### src/rtl/rtc_pkg.sv
package rtc_pkg;
  localparam int DAY_W       = 15;
  localparam int LO_W        = 8;
  localparam int HI_W        = 9;
  localparam int SOD_W       = LO_W + HI_W;
  localparam int DATA_W      = 16;
  localparam int ADDR_W      = 3;
  localparam int IRQ_N       = 2;
  localparam int SEC_PER_DAY = 86400;

  typedef enum logic [ADDR_W-1:0] {
    A_DAY  = 3'd0,
    A_TLO  = 3'd1,
    A_THI  = 3'd2,
    A_ADAY = 3'd3,
    A_ALO  = 3'd4,
    A_AHI  = 3'd5,
    A_STAT = 3'd6,
    A_MASK = 3'd7
  } reg_addr_e;

  typedef struct packed {
    logic [DAY_W-1:0] day;
    logic [SOD_W-1:0] sod;
  } stamp_t;
endpackage

### src/rtl/rtc_prescaler.sv
module rtc_prescaler #(
  parameter int DIV = 32768
) (
  input  logic clk,
  input  logic rst,
  input  logic tick_en,
  input  logic restart,
  output logic sec_tick
);
  localparam int CW = (DIV > 1) ? $clog2(DIV) : 1;
  localparam logic [CW-1:0] LAST = CW'(DIV - 1);

  logic [CW-1:0] cnt_q;

  always_ff @(posedge clk) begin
    if (rst || restart) begin
      cnt_q <= '0;
    end else if (tick_en) begin
      cnt_q <= (cnt_q == LAST) ? '0 : cnt_q + 1'b1;
    end
  end

  assign sec_tick = tick_en && !restart && (cnt_q == LAST);

  assert_cnt_range_R4: assert property (@(posedge clk) disable iff (rst)
    cnt_q <= LAST);
  assert_restart_R4: assert property (@(posedge clk) disable iff (rst)
    restart |=> (cnt_q == '0));
endmodule

### src/rtl/rtc_time_regs.sv
module rtc_time_regs
  import rtc_pkg::*;
(
  input  logic                clk,
  input  logic                rst,
  input  logic                sec_tick,
  input  logic                wr_en,
  input  logic [ADDR_W-1:0]   addr,
  input  logic [DAY_W-1:0]    wdata,
  output stamp_t              now_q,
  output stamp_t              alm_q,
  output logic                alarm_hit
);
  localparam logic [SOD_W-1:0] SOD_LAST = SOD_W'(SEC_PER_DAY - 1);

  logic   live_wr;
  stamp_t nxt;

  assign live_wr = wr_en && (addr == A_DAY || addr == A_TLO || addr == A_THI);

  always_comb begin
    nxt = now_q;
    if (now_q.sod >= SOD_LAST) begin
      nxt.sod = '0;
      nxt.day = now_q.day + 1'b1;
    end else begin
      nxt.sod = now_q.sod + 1'b1;
    end
  end

  always_ff @(posedge clk) begin
    if (rst) begin
      now_q <= '0;
      alm_q <= '0;
    end else begin
      if (live_wr) begin
        case (addr)
          A_DAY:   now_q.day             <= wdata[DAY_W-1:0];
          A_TLO:   now_q.sod[LO_W-1:0]   <= wdata[LO_W-1:0];
          A_THI:   now_q.sod[SOD_W-1:LO_W] <= wdata[HI_W-1:0];
          default: ;
        endcase
      end else if (sec_tick) begin
        now_q <= nxt;
      end
      if (wr_en) begin
        case (addr)
          A_ADAY:  alm_q.day               <= wdata[DAY_W-1:0];
          A_ALO:   alm_q.sod[LO_W-1:0]     <= wdata[LO_W-1:0];
          A_AHI:   alm_q.sod[SOD_W-1:LO_W] <= wdata[HI_W-1:0];
          default: ;
        endcase
      end
    end
  end

  assign alarm_hit = sec_tick && !live_wr && (nxt == alm_q);

  assert_day_roll_R2: assert property (@(posedge clk) disable iff (rst)
    (sec_tick && !live_wr && now_q.sod == SOD_LAST) |=>
      (now_q.sod == '0 && now_q.day == DAY_W'($past(now_q.day) + 1'b1)));
  assert_idle_hold_R2: assert property (@(posedge clk) disable iff (rst)
    (!sec_tick && !wr_en) |=> $stable(now_q));
  assert_high_hold_R7: assert property (@(posedge clk) disable iff (rst)
    (sec_tick && !live_wr && now_q.sod[LO_W-1:0] != 8'hFF && now_q.sod < SOD_LAST) |=>
      (now_q.sod[SOD_W-1:LO_W] == $past(now_q.sod[SOD_W-1:LO_W])));
endmodule

### src/rtl/rtc_irq_ctrl.sv
module rtc_irq_ctrl
  import rtc_pkg::*;
(
  input  logic             clk,
  input  logic             rst,
  input  logic             alarm_hit,
  input  logic             sec_tick,
  input  logic             stat_wr,
  input  logic             mask_wr,
  input  logic [IRQ_N-1:0] wdata,
  output logic [IRQ_N-1:0] stat_q,
  output logic [IRQ_N-1:0] mask_q,
  output logic             irq_alarm,
  output logic             irq_tick
);
  logic [IRQ_N-1:0] set_v, clr_v;

  assign set_v = {sec_tick, alarm_hit};
  assign clr_v = stat_wr ? wdata : '0;

  always_ff @(posedge clk) begin
    if (rst) begin
      stat_q    <= '0;
      mask_q    <= '0;
      irq_alarm <= 1'b0;
      irq_tick  <= 1'b0;
    end else begin
      stat_q    <= (stat_q & ~clr_v) | set_v;
      if (mask_wr) mask_q <= wdata;
      irq_alarm <= stat_q[0] & mask_q[0];
      irq_tick  <= stat_q[1] & mask_q[1];
    end
  end

  assert_sticky_R11: assert property (@(posedge clk) disable iff (rst)
    (stat_q[0] && !(stat_wr && wdata[0])) |=> stat_q[0]);
  assert_tick_status_R8: assert property (@(posedge clk) disable iff (rst)
    sec_tick |=> stat_q[1]);
  assert_alarm_status_R9: assert property (@(posedge clk) disable iff (rst)
    alarm_hit |=> stat_q[0]);
endmodule

### src/rtl/rtc_day_sec_core.sv
module rtc_day_sec_core
  import rtc_pkg::*;
#(
  parameter int PRESC_DIV = 32768
) (
  input  logic              clk,
  input  logic              rst,
  input  logic              tick_en,
  input  logic              bus_wr,
  input  logic              bus_rd,
  input  logic [ADDR_W-1:0] bus_addr,
  input  logic [DATA_W-1:0] bus_wdata,
  output logic [DATA_W-1:0] bus_rdata,
  output logic              irq_alarm,
  output logic              irq_tick
);
  logic             sec_tick, alarm_hit, restart;
  stamp_t           now_q, alm_q;
  logic [IRQ_N-1:0] stat_q, mask_q;
  logic [DATA_W-1:0] rd_mux;

  assign restart = bus_wr && (bus_addr == A_TLO);

  rtc_prescaler #(.DIV(PRESC_DIV)) u_presc (
    .clk(clk), .rst(rst), .tick_en(tick_en), .restart(restart), .sec_tick(sec_tick)
  );

  rtc_time_regs u_time (
    .clk(clk), .rst(rst), .sec_tick(sec_tick), .wr_en(bus_wr), .addr(bus_addr),
    .wdata(bus_wdata[DAY_W-1:0]), .now_q(now_q), .alm_q(alm_q), .alarm_hit(alarm_hit)
  );

  rtc_irq_ctrl u_irq (
    .clk(clk), .rst(rst), .alarm_hit(alarm_hit), .sec_tick(sec_tick),
    .stat_wr(bus_wr && bus_addr == A_STAT), .mask_wr(bus_wr && bus_addr == A_MASK),
    .wdata(bus_wdata[IRQ_N-1:0]), .stat_q(stat_q), .mask_q(mask_q),
    .irq_alarm(irq_alarm), .irq_tick(irq_tick)
  );

  always_comb begin
    rd_mux = '0;
    case (bus_addr)
      A_DAY:   rd_mux = DATA_W'(now_q.day);
      A_TLO:   rd_mux = DATA_W'(now_q.sod[LO_W-1:0]);
      A_THI:   rd_mux = DATA_W'(now_q.sod[SOD_W-1:LO_W]);
      A_ADAY:  rd_mux = DATA_W'(alm_q.day);
      A_ALO:   rd_mux = DATA_W'(alm_q.sod[LO_W-1:0]);
      A_AHI:   rd_mux = DATA_W'(alm_q.sod[SOD_W-1:LO_W]);
      A_STAT:  rd_mux = DATA_W'(stat_q);
      A_MASK:  rd_mux = DATA_W'(mask_q);
      default: rd_mux = '0;
    endcase
  end

  always_ff @(posedge clk) begin
    if (rst) bus_rdata <= '0;
    else if (bus_rd) bus_rdata <= rd_mux;
  end

  assert_irq_gate_R10: assert property (@(posedge clk) disable iff (rst)
    (!mask_q[1]) |=> !irq_tick);
  assert_reset_irq_R12: assert property (@(posedge clk)
    rst |=> (!irq_alarm && !irq_tick && bus_rdata == '0));
endmodule

### config.mk
export PLATFORM = sky130hd
export DESIGN_NAME = rtc_day_sec_core
export DESIGN_NICKNAME = d
export VERILOG_FILES = /design/src/rtl/rtc_pkg.sv /design/src/rtl/rtc_prescaler.sv /design/src/rtl/rtc_time_regs.sv /design/src/rtl/rtc_irq_ctrl.sv /design/src/rtl/rtc_day_sec_core.sv
export SDC_FILE = /design/constraint.sdc
export NUM_CORES = 1
export LEC_CHECK = 0
export BUFFER_PORTS_ARGS = -buffer_cell sky130_fd_sc_hd__clkbuf_2
export CORE_ASPECT_RATIO = 1.75
export CORE_UTILIZATION = 30
export CTS_CLUSTER_SIZE = 40
export DETAILED_ROUTE_END_ITERATION = 12
export SKIP_CTS_REPAIR_TIMING = 1
export SYNTH_ARGS = -nofsm -noshare
export SYNTH_HDL_FRONTEND = slang
export SYNTH_SLANG_ARGS = --single-unit
### constraint.sdc
create_clock -name clk -period 3.2 [get_ports clk]
set_input_delay 0.8 -clock clk [delete_from_list [all_inputs] [get_ports clk]]
set_output_delay 0.8 -clock clk [all_outputs]
set_load 0.02 [all_outputs]
==> impl_metrics.ini, run 1 <==
[timing]
finClkSkew_ns = 0.0118
hold_viol = 0
finalSetupViolations = 0
relSlewSlack_pct = 43.1
rsz0062_at_grt = no
finalCritPeriodShare_pct = 91.2
setup_ws_ns = 0.281
finalMaxSlewViolations = 0
finalSetupTns_ns = 0
tightest_slew_ns = 0.853
max_freq_mhz = 343
min_period_ns = 2.92

[run_status]
status = finished clean

[clock_network]
worstSkewPairLatency_ns = 0.36
htree_levels = 3
cts_tree = done
numCtsBuffers = 9
root_buffer = clkbuf_16
path_clk_slew_ns = 0.08
clock-sinks = 100
clock_path_buffers = 2

[global_route]
grt_max_degree = 49
grt_pass1_wl_um = 31500
grt_pass1_vias = 5623
grt.overflow.total = 0
antenna_found_initial = 0
grt_usage_pct = 21.2

[placement]
place_area_mm2 = 0.00643
port_buffers = 39
place_ws_ns = 0.325
gp_congestion = 1.01
dp_hpwl_um = 15400

[routing]
drc_errors = 0
viasPerCell = 5.58
vias = 5854
wl_um = 20500
wl_per_cell_um = 19.6
drtIter0Drc = 382
ant_nets = 0
firstDrtPassIters = 7

[synthesis]
synthArstFlopShare_pct = 0
synth_common_cells = nand2_1 (120), dfxtp_1 (100), nor2_1 (94), a21oi_1 (80), o21ai_0 (41)
synth-edff-count = 0
avgSynthCellArea_um2 = 7.59
yosysMostFrequentCell = nand2_1
ys_warn_count = 0
synth_top_area_share_pct = 34.3
synth.lib_cells_used.distinct = 58
yosysSeqAreaShare_pct = 34.3
synth.net_count = 795
synth.ff_latch_count = 100
synth_area_mm2 = 0.00583
synthTopCellsByArea = dfxtp_1 (34%), nand2_1 (7.7%), a21oi_1 (6.9%)
yosys_most_used_dff = dfxtp_1
yosys.area.top_type = dfxtp_1
synth_cells = 768

[layout]
regArea_mm2 = 0.00200
nets = 832
nFillCells = 2070
diodes = 0
drive_above_1_share_pct = 13.2
multi_input_area_mm2 = 0.00362
design_area_mm2 = 0.00672
syn2layout_area_growth_pct = 15.2

[power]
vdd_ir_drop_max_uv = 278
internal_power_mw = 1.99
power_density_mw_per_mm2 = 406
seqPwrFrac_pct = 47.7
clkPwrFrac_pct = 40.6
sw_frac_of_total_pct = 27.1
p_sw_uw = 738
comb_power_share_pct = 11.7
p_leak_nw = 2.44

[run]
drv_cap = 0

[critical_path]
crit_path_max_incr_delay_ns = 0.54
worst_path_max_delay_cell = dfxtp_1
path_class = reg2reg
timing.critical_path.buf_inv = 1
startpoint_type = flop
end_kind = flop
worstPathRequired_ns = 3.47
path_cells = nor2b_1, nand4b_4, a21oi_1, buf_4, nand3_1, xnor2_1, nor4_1, nand4_1, o31ai_2
cp_max_fo = 15
cp.arrival_ns = 3.19
crit_family = simple AND/OR/NAND/NOR gates

[floorplan]
die_x_um = 107
coreArea_mm2 = 0.0191
fp.dieH_um = 186
io_pins = 42
start_util_pct = 30.5
dieArea_mm2 = 0.0200
rows = 67

[hold_path]
hold_path_class = reg2reg
area by class of cell:
cell class	count	area share (%)
Tap cell	241	4.49
Inverter	6	0.335
Clock inverter	5	0.912
Multi-Input combinational cell	613	53.8
Sequential cell	100	29.8
Timing Repair Buffer	75	7.30
Clock buffer	9	3.35
final timing paths:
| check | startpoint | to | slack, ns | cells after the start |
|---|---|---|---|---|
| worst max-delay path | u_time.now_q[2] | u_irq.stat_q[0] | 0.28 | 9 |
| worst min-delay path | u_time.alm_q[25] | u_time.alm_q[25] | 0.49 | 2 |
| worst max register to register | u_time.now_q[2] | u_irq.stat_q[0] | 0.28 | 9 |
| worst min register to register | u_time.alm_q[25] | u_time.alm_q[25] | 0.49 | 2 |
logic make-up after synthesis:
family	synth area share (%)
AND/OR/NAND/NOR	24.9
AO/OA/AOI/OAI	22.6
flip-flops	34.3
XOR/XNOR	8.86
buffers and inverters	3.71
multiplexers	4.83
adder cells (fa/ha/maj)	0.644
other	0.0643
per-stage QoR:
stage / total power, mW / std cells / util, % / hold slack [ns]
floorplan: 1.52 / 768 / - / 0.457
global placement: 1.64 / 1035 / 33.7 / 0.472
detailed placement: 1.64 / 1035 / 33.7 / 0.478
CTS: 2.74 / 1049 / 35.2 / 0.488
global route: 2.81 / 1049 / 35.2 / 0.501
finish: 2.73 / 1049 / 35.2 / 0.486
layer usage:
metal	part of all wire [%]	wire [um]	vias to the layer above	global-route usage (%)
met5	0	0	-	0
li1	-	-	2800	-
met3	3.6	746	85	3.00
met2	53	10800	181	38.5
met4	8.9	1830	0	18.4
met1	35	7120	2788	20.4
registers in the layout, indices dropped and copies added (netlist names):
signal	flops
u_time.alm_q	32
u_time.now_q	32
bus_rdata	15
u_presc.cnt_q	15
u_irq.mask_q	2
u_irq.stat_q	2
u_irq.irq_alarm	1
u_irq.irq_tick	1
cell usage in the layout, fill, tap and decap left out, drive strengths merged, types with 13 or more instances in the layout:
master / n
buf: 37
a21oi: 80
xnor2: 32
xor2: 27
dfxtp: 100
nand3: 21
nor2b: 14
clkbuf: 47
nand2: 120
a22oi: 13
o21ai: 41
nor2: 94
worst register-to-register path: stages, from the launching register on:
cell      delay (ns)
dfxtp_1         0.54
nor2b_1         0.27
nand4b_4        0.15
a21oi_1         0.36
buf_4           0.31
nand3_1         0.16
xnor2_1         0.17
nor4_1          0.40
nand4_1         0.19
o31ai_2         0.30
power by group through the flow:
| stage | Clock [mW] | Combinational (mW) | Sequential (mW) |
|---|---|---|---|
| after floorplan | 0 | 0.191 | 1.32 |
| after global placement | 0 | 0.313 | 1.33 |
| after detailed placement | 0 | 0.314 | 1.33 |
| after CTS | 1.12 | 0.316 | 1.30 |
| after global routing | 1.17 | 0.343 | 1.30 |
| final | 1.11 | 0.320 | 1.30 |
No activity file was read; power rests on OpenSTA's default activity.
==> run 2: changes to the inputs <==
REMOVE_ABC_BUFFERS = 1   (was not set)
==> run 2 against run 1 <==
Compared with the run above:
- combinational power rose by 2%
- fmax decreased by 1.3%
- final cell count is 0.29% higher
- power fell by 0.30%
- global-route usage rose by 0.061 points
- wire length increased by 0.61%
- design area shrank 0.11%
- die area did not move
- clock skew is 0.0052 ns lower
- clock power hardly changed
- sequential power barely moved
- largest cell class unchanged
==> impl_metrics.ini, run 2 (synthesized netlist as in run 1, its figures left out) <==
[power]
p_leak_nw = 2.44
vdd_ir_drop_max_uv = 245
power_density_mw_per_mm2 = 405

[global_route]
grt_pass1_wl_um = 31700
antenna_found_initial = 0
grt_max_degree = 45
grt.overflow.total = 0
grt_usage_pct = 21.3
grt_pass1_vias = 5568

[layout]
nets = 835
final_common_cell = nand2_1
top_regs = u_time.alm_q: 32 flops, u_time.now_q: 32 flops
syn2layout_area_growth_pct = 15.1
diodes = 0
final_cell_mix = nand2_1 (120), dfxtp_1 (99), nor2_1 (93), a21oi_1 (80), o21ai_0 (41)
instances_no_fill = 1052
design_area_mm2 = 0.00671
drive_above_1_share_pct = 13.7

[placement]
dpl.cell_count = 1038
place_area_mm2 = 0.00643
dp_hpwl_um = 15300
gp_congestion = 0.970
port_buffers = 39

[timing]
finalMaxSlewViolations = 0
finClkSkew_ns = 0.00661
max_freq_mhz = 338
relSlewSlack_pct = 42.9
rsz0062_at_grt = no
finalSetupViolations = 0
min_period_ns = 2.96
tightest_slew_ns = 0.857
hold_viol = 0
finalCritPeriodShare_pct = 92.4

[routing]
wl_per_cell_um = 19.6
viasPerCell = 5.55
vias = 5838
drtIter0Drc = 418
firstDrtPassIters = 6
ant_nets = 0
drc_errors = 0
wl_um = 20600

[clock_network]
worstSkewPairLatency_ns = 0.36
cts_tree = done
clock_path_buffers = 2
root_buffer = clkbuf_16
numCtsBuffers = 9
htree_levels = 3
clock-sinks = 100
path_clk_slew_ns = 0.07

[critical_path]
crit_path_max_incr_delay_ns = 0.62
cp.arrival_ns = 3.21
path_class = reg2reg
path_cells = ha_1, buf_4, nand4_1, xor2_1, xnor2_1, o32ai_1, a21oi_1, or4_1, o31ai_2
startpoint_type = flop
end_kind = flop
worstPathRequired_ns = 3.45
worst_path_max_delay_cell = or4_1
cp_max_fo = 10

[run_status]
status = finished clean

[floorplan]
dieArea_mm2 = 0.0200
rows = 67
start_util_pct = 30.5
coreArea_mm2 = 0.0191
fp.dieH_um = 186
die_x_um = 107
io_pins = 42

[hold_path]
hold_path_class = reg2reg

[run]
drv_cap = 0
[run 2: changes by cell type in the layout (fill, tap and decap cells not counted), sizes merged]
cell and change:
buf +3, clkinv +1, clkinvlp +2, inv -3
[run 2: metal layers]
layer | wire length [um] | vias to the layer above | GRT usage (%)
li1 | - | 2801 | -
met1 | 7380 | 2758 | 21.6
met2 | 10600 | 206 | 37.4
met3 | 940 | 73 | 3.63
met4 | 1720 | 0 | 17.4
met5 | 0 | - | 0
[run 2: final timing paths]
path / startpoint / to / slack [ns] / cells after the start
min: u_time.alm_q[30] / u_time.alm_q[30] / 0.48 / 2
min reg2reg: u_time.alm_q[30] / u_time.alm_q[30] / 0.48 / 2
max: u_time.now_q[1] / u_irq.stat_q[0] / 0.24 / 9
max reg2reg: u_time.now_q[1] / u_irq.stat_q[0] / 0.24 / 9
[run 2: final cells by class]
| cell class | count | area (um^2) |
|---|---|---|
| clock buffer | 9 | 225 |
| clock inverter | 5 | 55.1 |
| fill | 2081 | 12400 |
| inverter | 6 | 22.5 |
| multi-input combinational | 613 | 3620 |
| sequential | 100 | 2000 |
| tap | 241 | 302 |
| timing repair buffer | 78 | 488 |
[run 2: stage by stage]
stage / power (mW) / setup TNS (ns) / hold slack, ns / worst slack, ns / utilization, %
CTS: 2.74 / 0 / 0.486 / 0.163 / 35.1
global placement: 1.65 / 0 / 0.472 / 0.201 / 33.6
floorplan: 1.48 / -0.761 / 0.451 / -0.139 / -
global route: 2.81 / 0 / 0.507 / 0.0371 / 35.1
detailed placement: 1.65 / 0 / 0.477 / 0.193 / 33.6
finish: 2.72 / 0 / 0.484 / 0.243 / 35.1
[run 2: report_power, final]
| part | leakage [nW] | switching (mW) | total, mW | internal (mW) |
|---|---|---|---|---|
| registers | 0.811 | 0.0300 | 1.30 | 1.27 |
| clock network | 0.133 | 0.496 | 1.09 | 0.595 |
| logic | 1.49 | 0.212 | 0.326 | 0.114 |
[run 2: critical path, delay by kind of cell (launching register included)]
kind,cells,cell delay (ns)
AND/OR/NAND/NOR,2,0.78
AO/OA/AOI/OAI,3,0.74
adder cells (fa/ha/maj),1,0.22
buffers and inverters,1,0.18
XOR/XNOR,2,0.46
flip-flops,1,0.46
==> run 3: changes to the inputs <==
ABC_AREA = 1   (was not set)
CORE_MARGIN = 5   (was not set)
CTS_CLUSTER_SIZE = 20   (was 40)
==> run 3 against run 2 <==
Compared with the run above:
- sequential power about the same
- critical endpoint unchanged
- fmax up 13%
- sequential share of layout area down 0.34 points
- design area up 1.1%
==> impl_metrics.ini, run 3 <==
[run_status]
status = finished clean

[critical_path]
r2r_slack_ns = 0.59
reg2reg_from = u_time.now_q[1]
crit_start = u_time.now_q[1]
cp_max_fo = 25
r2r_cells = 17
end_kind = flop
worstPathRequired_ns = 3.49
crit_end = u_irq.stat_q[0]
reg2reg_to = u_irq.stat_q[0]
startpoint_type = flop
path_class = reg2reg
cp.arrival_ns = 2.91

[synthesis]
synthArstFlopShare_pct = 0
yosys.area.top_type = dfxtp_1
synth.ff_latch_count = 100
yosysMostFrequentCell = nand2_1
synthTopCellsByArea = dfxtp_1 (33%), nand2_1 (13%), inv_1 (7.7%)
synth_top_area_share_pct = 33.3
synth_cells = 945
yosysSeqAreaShare_pct = 33.3
synth_common_cells = nand2_1 (211), inv_1 (123), nor2_1 (103), dfxtp_1 (100), nand3_1 (82)
synth-edff-count = 0
ys_warn_count = 0
avgSynthCellArea_um2 = 6.37
yosys_most_used_dff = dfxtp_1
synth.lib_cells_used.distinct = 44
synth_area_mm2 = 0.00602

[routing]
wl_per_cell_um = 16.7
vias = 6367
wl_um = 20400
drc_errors = 0
viasPerCell = 5.20
drtIter0Drc = 367
firstDrtPassIters = 5
ant_nets = 0

[clock_network]
clock_path_buffers = 2
root_buffer = clkbuf_16
clock-sinks = 100
worstSkewPairLatency_ns = 0.36
numCtsBuffers = 9
cts_tree = done
path_clk_slew_ns = 0.07
htree_levels = 3

[timing]
finalSetupViolations = 0
hold_viol = 0
tightest_slew_ns = 0.736
finalCritPeriodShare_pct = 81.7
min_period_ns = 2.61
finalMaxSlewViolations = 0
finClkSkew_ns = 0.0115
finalSetupTns_ns = 0
max_freq_mhz = 383
rsz0062_at_grt = no
relSlewSlack_pct = 50.8

[global_route]
grt_max_degree = 60
grtUsageMet2_pct = 34.5
grt_pass1_wl_um = 32100
grt_most_used_layer = met2
grt_usage_pct = 18.0
antenna_found_initial = 0
grt.overflow.total = 0
grtUsageMet3_pct = 2.08
use_met1_pct = 17.9
grt_pass1_vias = 6230

[layout]
diodes = 0
drive_above_1_share_pct = 8.78
final_cell_mix = nand2_1 (211), inv_1 (123), nor2_1 (103), dfxtp_1 (100), nand3_1 (82)
nFillCells = 2229
syn2layout_area_growth_pct = 12.7
top_regs = u_time.alm_q: 32 flops, u_time.now_q: 32 flops
nets = 1002
final_common_cell = nand2_1

[placement]
dp_hpwl_um = 15500
gp_congestion = 0.904
port_buffers = 39

[floorplan]
die_x_um = 117
rows = 68
coreArea_mm2 = 0.0197
start_util_pct = 30.5
dieArea_mm2 = 0.0231
fp.dieH_um = 197
io_pins = 42

[power]
internal_power_mw = 2.01
power_density_mw_per_mm2 = 409
p_sw_uw = 765
comb_power_share_pct = 11.9
sw_frac_of_total_pct = 27.6
clkPwrFrac_pct = 40.6
p_leak_nw = 2.88
p_total_mw = 2.77
seqPwrFrac_pct = 47.5
vdd_ir_drop_max_uv = 215

[hold_path]
hold_path_class = reg2reg
hold_path_startpoint = u_irq.mask_q[1]

[run]
drv_cap = 0
run 3: cell types whose count changed in the layout (fill, tap and decap cells not counted), moves of 14 or more:
| cell | change |
|---|---|
| buf_4 | -27 |
| inv_1 | +118 |
| nand2_1 | +91 |
| nand3_1 | +61 |
| nor2b_1 | -14 |
| o21ai_0 | +39 |
| xnor2_1 | -30 |
run 3: cells by family after synthesis:
kind of cell / share of synthesized area, %
and+or+nand+nor: 31.5
AOI/OAI and AO/OA: 21.4
buffers and inverters: 10.6
DFF: 33.3
xor gates and xnor gates: 2.62
adders and majority gates: 0.624
other: 0.0623
run 3: power by group through the flow:
stage / Sequential (mW) / Combinational [mW] / Clock, mW
global placement: 1.35 / 0.325 / 0
finish: 1.32 / 0.330 / 1.13
global route: 1.32 / 0.371 / 1.17
CTS: 1.32 / 0.329 / 1.15
detailed placement: 1.35 / 0.328 / 0
floorplan: 1.35 / 0.192 / 0
run 3: critical path, stage by stage (launching register included):
cell and delay, ns:
dfxtp_1 0.36, ha_1 0.22, nand2_1 0.16, inv_1 0.12, nand3_1 0.15, nand2_4 0.08, nand2_4 0.07, buf_4 0.31
nand3_1 0.15, nand2_1 0.08, nand2_1 0.06, nor2_1 0.24, nand2_1 0.08, nor2_1 0.09, nand2_1 0.06, nor2_1 0.08
nand2_1 0.12, a21oi_2 0.12
run 3: worst min path at each step:
stage                      endpoint  slack [ns]  depth (start not counted)
floorplan           u_irq.irq_alarm        0.42                          2
global placement    u_irq.irq_alarm        0.45                          2
detailed placement   u_irq.irq_tick        0.45                          2
CTS                  u_irq.irq_tick        0.46                          2
global route         u_irq.irq_tick        0.48                          2
finish               u_irq.irq_tick        0.46                          2
run 3: area by class of cell:
cell class | instances | area, um^2 | share of cell area (%)
flip-flops and latches | 100 | 2000 | 29.5
clock inverters | 4 | 50.0 | 0.738
repair buffers | 53 | 325 | 4.80
inverters | 128 | 480 | 7.08
multi-input cells | 683 | 3380 | 49.8
well taps | 245 | 307 | 4.52
clock buffers | 11 | 243 | 3.58
run 3: layer usage:
metal,vias up,part of all wire (%)
met2,160,55
met5,-,0
met1,2942,36
li1,3199,-
met4,0,5.7
met3,66,3.9
run 3: per-stage QoR:
stage          hold WS, ns  util, %  std cells  area, um^2  setup WS (ns)
3_5_place_dp         0.453     32.9       1209        6490          0.616
6_report             0.459     34.4       1224        6780          0.586
3_3_place_gp         0.450     32.9       1209        6490          0.619
2_1_floorplan        0.423        -        911        5860          0.574
4_1_cts              0.462     34.4       1224        6780          0.600
5_1_grt              0.481     34.4       1224        6780          0.315
